===== config.mk =====
export PLATFORM = sky130hd
export DESIGN_NAME = tx_ts_pair
export DESIGN_NICKNAME = d
export VERILOG_FILES = /design/src/rtl/tx_ts_pair.sv
export SDC_FILE = /design/constraint.sdc
export NUM_CORES = 1
export LEC_CHECK = 0
export BUFFER_PORTS_ARGS = -buffer_cell sky130_fd_sc_hd__clkbuf_2
export CELL_PAD_IN_SITES_DETAIL_PLACEMENT = 1
export CELL_PAD_IN_SITES_GLOBAL_PLACEMENT = 1
export CORE_MARGIN = 4
export CORE_UTILIZATION = 48
export DETAILED_ROUTE_END_ITERATION = 8
export HOLD_SLACK_MARGIN = 0.08
export PLACE_DENSITY = 0.78
export SLEW_MARGIN = 20
export SYNTH_ARGS = -nofsm -noshare
export SYNTH_HDL_FRONTEND = slang
export SYNTH_SLANG_ARGS = --single-unit

===== constraint.sdc =====
create_clock -name clk -period 3.68 [get_ports clk]
set_input_delay 0.552 -clock clk [delete_from_list [all_inputs] [get_ports clk]]
set_output_delay 0.552 -clock clk [all_outputs]
set_load 0.03 [all_outputs]

===== src/rtl/tx_ts_pair.sv =====
module tx_ts_pair #(
  parameter int TS_W   = 32,
  parameter int HNDL_W = 3,
  parameter int DEPTH  = 8
) (
  input  logic              clk,
  input  logic              rst_n,
  input  logic              rec_i,
  input  logic              evt_i,
  input  logic [HNDL_W-1:0] hndl_i,
  input  logic [TS_W-1:0]   ts_i,
  output logic              out_valid,
  input  logic              out_ready,
  output logic [HNDL_W-1:0] out_hndl,
  output logic [TS_W-1:0]   out_ts,
  output logic              orphan_err,
  output logic              ovf_err
);
  localparam int AW = $clog2(DEPTH);
  localparam int EW = HNDL_W + TS_W;
  localparam logic [AW:0] FULL_CNT = (AW+1)'(DEPTH);

  logic            pend_v;
  logic [TS_W-1:0] pend_ts;
  logic [EW-1:0]   mem [DEPTH];
  logic [AW-1:0]   wr_ptr, rd_ptr;
  logic [AW:0]     count;

  wire full     = (count == FULL_CNT);
  wire push_req = evt_i & pend_v;
  wire push     = push_req & ~full;
  wire pop      = out_valid & out_ready;

  always_ff @(posedge clk or negedge rst_n)
    if (!rst_n) begin
      pend_v  <= 1'b0;
      pend_ts <= '0;
    end else if (rec_i) begin
      pend_v  <= 1'b1;
      pend_ts <= ts_i;
    end else if (evt_i) begin
      pend_v  <= 1'b0;
    end

  always_ff @(posedge clk)
    if (push) mem[wr_ptr] <= {hndl_i, pend_ts};

  always_ff @(posedge clk or negedge rst_n)
    if (!rst_n) begin
      wr_ptr <= '0;
      rd_ptr <= '0;
      count  <= '0;
    end else begin
      if (push) wr_ptr <= wr_ptr + 1'b1;
      if (pop)  rd_ptr <= rd_ptr + 1'b1;
      count <= count + (AW+1)'(push) - (AW+1)'(pop);
    end

  always_ff @(posedge clk or negedge rst_n)
    if (!rst_n) begin
      orphan_err <= 1'b0;
      ovf_err    <= 1'b0;
    end else begin
      if (evt_i && !pend_v) orphan_err <= 1'b1;
      if (push_req && full) ovf_err    <= 1'b1;
    end

  assign out_valid          = (count != '0);
  assign {out_hndl, out_ts} = mem[rd_ptr];

  AST_REC_CAPTURE: assert property (@(posedge clk) disable iff (!rst_n)
    rec_i |=> pend_v && pend_ts == $past(ts_i));
  AST_EVT_CLEARS: assert property (@(posedge clk) disable iff (!rst_n)
    evt_i && !rec_i |=> !pend_v);
  AST_ORPHAN_SET: assert property (@(posedge clk) disable iff (!rst_n)
    evt_i && !pend_v |=> orphan_err);
  AST_ORPHAN_STICKY: assert property (@(posedge clk) disable iff (!rst_n)
    orphan_err |=> orphan_err);
  AST_OVF_STICKY: assert property (@(posedge clk) disable iff (!rst_n)
    ovf_err |=> ovf_err);
  AST_NO_OVERFLOW: assert property (@(posedge clk) disable iff (!rst_n)
    count <= FULL_CNT);
  AST_HOLD_STALL: assert property (@(posedge clk) disable iff (!rst_n)
    out_valid && !out_ready |=> out_valid && $stable(out_ts) && $stable(out_hndl));
endmodule


---- Yosys cells after proc, flatten, opt, wreduce, memory -nomap -nowiden ----
Memories as Yosys holds them, arrays and structs flattened.
Cells that the tools add are included.
word-level totals
  memories ................................ 1
  output and inout port bits .............. 38
  bits of input ports ..................... 40
  RAM bits ................................ 280
  logic and storage cells ................. 26
  bits in registers ....................... 45
operators by class
  mux-type cells .......................... 4
  reduce and logical (&&, ||, !) cells .... 5
  $add $sub $neg .......................... 4
  bitwise gates (word level) .............. 4
  eq/ne operators ......................... 1
memories
  name  depth  width  read ports  clocked after Yosys merged registers in  wr ports  RTL line  text
  mem   8      35     1           0                                        1         25        logic [EW-1:0] mem [DEPTH];
operator list
  kind                                                           count
  3-bit by 1-bit adder with 3-bit output, second input constant  2
  4-bit by 1-bit adder with 4-bit output                         1
  4-bit == test, second input constant                           1
  1-bit two-way mux                                              4
  4-bit nonzero test                                             1
  4-bit by 1-bit subtractor with 4-bit output                    1
  1-bit AND                                                      3
  1-bit logical AND                                              2
  2-bit nonzero test                                             1
  1-bit zero test                                                1
  1-bit inverter                                                 1

---- Longest topological paths before layout ----
  word-level depth ........................ 5
  gate-level depth with buffers ........... 11
  mapped depth without buffers ............ 11

---- Worst setup path before layout ----
Ideal clock, no wire load.
  path kind ............................... flip-flop to flip-flop
  from .................................... register count[2]
  to ...................................... memory mem[0][0] (netlist name) (enable)
  data arrival time ....................... 3.542 ns
  path buffers ............................ 0
  cell stages (with the launch flop) ...... 6
  setup time .............................. 0.471 ns
  required time ........................... 3.209 ns
  clock period less this slack ............ 4.012 ns
  slack ................................... -0.332 ns
  cell sequence ........................... dfrtp_1 -> inv_1 -> ha_1 -> nor3b_1 -> or3_1 -> nor3_1
on the way
  longest elaborated chain between the ends .. 5
ends and longest elaborated chain
  item                                     RTL line  text
  from (decl)                              27        logic [AW:0] count;
  from (signal assigned)                   56        count <= count + (AW+1)'(push) - (AW+1)'(pop);
  4-bit == test                            29        wire full = (count == FULL_CNT);
  1-bit inverter                           31        wire push = push_req & ~full;
  1-bit AND                                31
  1-bit two-way mux                        46        if (push) mem[wr_ptr] <= {hndl_i, pend_ts};
  1-bit two-way mux (implied by the code)  46
  to (decl)                                25
No other way between the ends.

---- Worst setup path in the final report ----
  from .................................... register rd_ptr[0]
  to ...................................... output out_ts[10]
on the way
  longest elaborated chain between the ends .. 1
ends and longest elaborated chain
  item                    RTL line  text
  from (decl)             26        logic [AW-1:0] wr_ptr, rd_ptr;
  from (signal assigned)  55        if (pop) rd_ptr <= rd_ptr + 1'b1;
  memory read 8 x 35 bit  n/a
  to (decl)               15        output logic [TS_W-1:0] out_ts,
No other way between the ends.

==> results by group <==
STA
  • Fmax: 0.3081 GHz
  • Period minus WS final: 3.246 ns
  • Layout Skew: 0.01237 ns
  • Final Hold Vio Count: 0
  • Setup_tns: 0 ns
  • Max_slew headroom: 0.4415
  • Final Cycle Share: 0.8819
  • Max Slew Vio Count: 0
  • Final setup vio count: 0
  • RSZ-0062 raised after global routing: no
  • Measured slew at the worst slew-check pin: 0.8378 ns

Logic synthesis
  • Mapped Nets: 590
  • Synth area leader: edfxtp_1
  • Synth warn: 0
  • Gate Count Post-Synth: 541
  • Mean Syn Cell Area: 23.40 um^2
  • Synthesis-stage register bit count: 325
  • Post-synth cell types: 27
  • Synth area leaders: edfxtp_1, mux4_1, dfrtp_1
  • Synthesized area: 0.01266 mm^2
  • Synth top area share: 0.6641
  • Sequential area share after synthesis: 0.7530

Floorplan
  • DIE AREA: 0.02904 mm^2
  • Starting Density: 0.4872
  • Die height: 170.4 um
  • Core footprint: 0.02598 mm^2
  • Die W: 170.4 um
  • Rows: 59
  • Ports: 78

Clock network
  • Clk Latency, worst-skew pair: 0.50 ns
  • Clk root buf: clkbuf_16
  • Clock Path Buffers: 3
  • Clock-pin slew on the worst setup and hold paths: 0.06 ns
  • Post-CTS Hold Buffers: 0
  • Post-CTS sizing: 0
  • Clock tree from TritonCTS: built
  • Clock sinks: 325
  • CTS Buf Count: 35
  • H-tree levels: 2
  • Setup Buffers After CTS: 0

Finish
  • Area growth, synth to finish: 15.97%
  • Diodes inserted: 0
  • Layout net count: 700
  • Non-filler cells, final: 1010
  • Share of layout cells above drive strength 1: 0.3393
  • Fillers: 2213

Power
  • Pwr per Cell Area: 775.2 mW/mm^2
  • Worst IR Drop VDD: 0.4670 mV
  • Total power draw: 0.01138 W
  • Leakage: 5.234 nW

Global routing
  • Global-route wire length before repair: 40360 um
  • Fraction of met3 tracks used by global routing: 0.03252
  • GRT Total Usage: 0.1878
  • Number of global-route vias before repair: 6441
  • Largest net degree at the start of global routing: 35
  • Top Usage Layer GRT: met2
  • GR Overflow Total: 0
  • Initial antenna violation count: 0
  • Grt met2 use: 0.3210
  • Met1 Use GR: 0.2572

Critical path
  • Setup crit end kind: output pin
  • Crit-path max FO: 34
  • Worst EP required: 3.13 ns
  • CP Launch Type: flop
  • CP Class: reg -> out
  • Worst EP arrival: 2.69 ns

Routing
  • Routed Antenna Nets: 0
  • Drt pass-1 iters: 4
  • Total Wirelength: 26370 um
  • Detail-routed via count per cell: 5.634
  • Via Count: 5690
  • Routed length per instance: 26.11 um
  • Residual DRC count: 0
  • 1st-iter DRT viols: 378

Placement
  • Final GP Congestion: 0.6988
  • Hpwl dp: 15760 um
  • Placed cells: 949
  • IO Port Bufs: 77

Worst hold path
  • Hold WC Path Type: in -> async

Flow run
  • Max cap viols: 0

Status
  • Outcome: completed
metrics by stage:
| stage | area [um^2] | setup WS [ns] | hold WS [ns] | utilization |
|---|---|---|---|---|
| 2_1_floorplan | 12670 | 0.6058 | 0.2564 | - |
| 3_3_place_gp | 13630 | 0.9534 | 0.4517 | 0.5244 |
| 3_5_place_dp | 13630 | 0.9296 | 0.4620 | 0.5244 |
| 4_1_cts | 14680 | 0.3921 | 0.1471 | 0.5651 |
| 5_1_grt | 14680 | 0.3322 | 0.1704 | 0.5651 |
| 6_report | 14680 | 0.4345 | 0.1473 | 0.5651 |
critical path, stage by stage (launching register included):
cell and delay, ns:
dfrtp_4 0.81, buf_12 0.30, mux4_1 0.60, mux2_2 0.28
clkbuf_2 0.20
area by class of cell:
class	count	area [um^2]	area share
inverters	10	37.54	0.002556
clock inverters	12	68.82	0.004687
flip-flops and latches	325	9540	0.6498
multi-input cells	182	3005	0.2047
clock buffers	49	988.4	0.06732
repair buffers	97	623.1	0.04244
well taps	335	419.2	0.02855
per-layer routing:
| layer | share of wire | up-vias |
|---|---|---|
| li1 | - | 2522 |
| met1 | 0.41 | 2992 |
| met2 | 0.53 | 148 |
| met3 | 0.053 | 28 |
| met4 | 0.014 | 0 |
| met5 | 0 | - |
placed cells by master, fill, tap and decap left out, types with 2 or more instances in the layout:
cell type,n
inv_1,10
ha_1,8
clkinv_1,3
clkbuf_1,8
a21o_1,3
nor3_4,2
dfrtp_1,42
nand3_1,2
clkbuf_16,35
dfrtp_2,2
xor2_1,2
clkbuf_2,77
edfxtp_1,280
buf_4,13
or3b_2,2
clkbuf_8,6
mux2_2,69
nand2b_1,2
nand2_1,4
buf_12,7
clkinv_2,6
nor2_4,6
mux4_1,70
xnor2_1,3
worst paths after layout:
check                                       from                      end  slack, ns  cells past startpoint
min                                        rst_n  pend_ts[21]$_DFFE_PN0P_       0.15                      1
min in group clk                        ts_i[12]  pend_ts[12]$_DFFE_PN0P_       0.28                      2
max in group asynchronous                  rst_n       count[1]$_DFF_PN0_       2.78                      2
max reg2reg                   count[2]$_DFF_PN0_      mem[4][7]$_DFFE_PP_       1.10                      6
max                        rd_ptr[0]$_DFFE_PN0P_               out_ts[10]       0.43                      4
min reg2reg                  ovf_err$_DFFE_PN0P_      ovf_err$_DFFE_PN0P_       0.48                      1
logic make-up after synthesis:
group           synth area share
mux                       0.2066
compound gates          0.003162
flops                     0.7530
buf+inv                  0.01492
fa+ha+maj               0.009487
xor+xnor                0.003459
simple gates            0.009291
synthesized netlist by cell type:
library cell and number:
o21bai_1 1, and2_1 1, inv_1 10, nand2_1 4, nand2b_1 2, buf_6 8, buf_1 1, a21o_1 3
nand3_1 2, fa_1 1, nor3b_1 1, dfrtp_1 45, mux4_1 70, nor2_1 7, xnor2_1 3, and3_1 1
o21ai_0 1, a21oi_1 1, xor2_1 2, nor3_1 2, edfxtp_1 280, clkbuf_1 14, or3_1 1, or3b_2 2
ha_1 8, buf_2 1, mux2_2 69
flip-flops by register name (all words and copies together) (netlist names):
name / cells
mem: 280
wr_ptr: 3
rd_ptr: 3
pend_v: 1
pend_ts: 32
orphan_err: 1
count: 4
ovf_err: 1
power by group:
group          leakage [nW]  switching [W]  internal (W)
logic                  1.66        0.00183       0.00143
registers              3.05       0.000413       0.00450
clock network         0.523        0.00134       0.00188
total                  5.23        0.00358       0.00780
No activity file was read; power rests on OpenSTA's default activity.
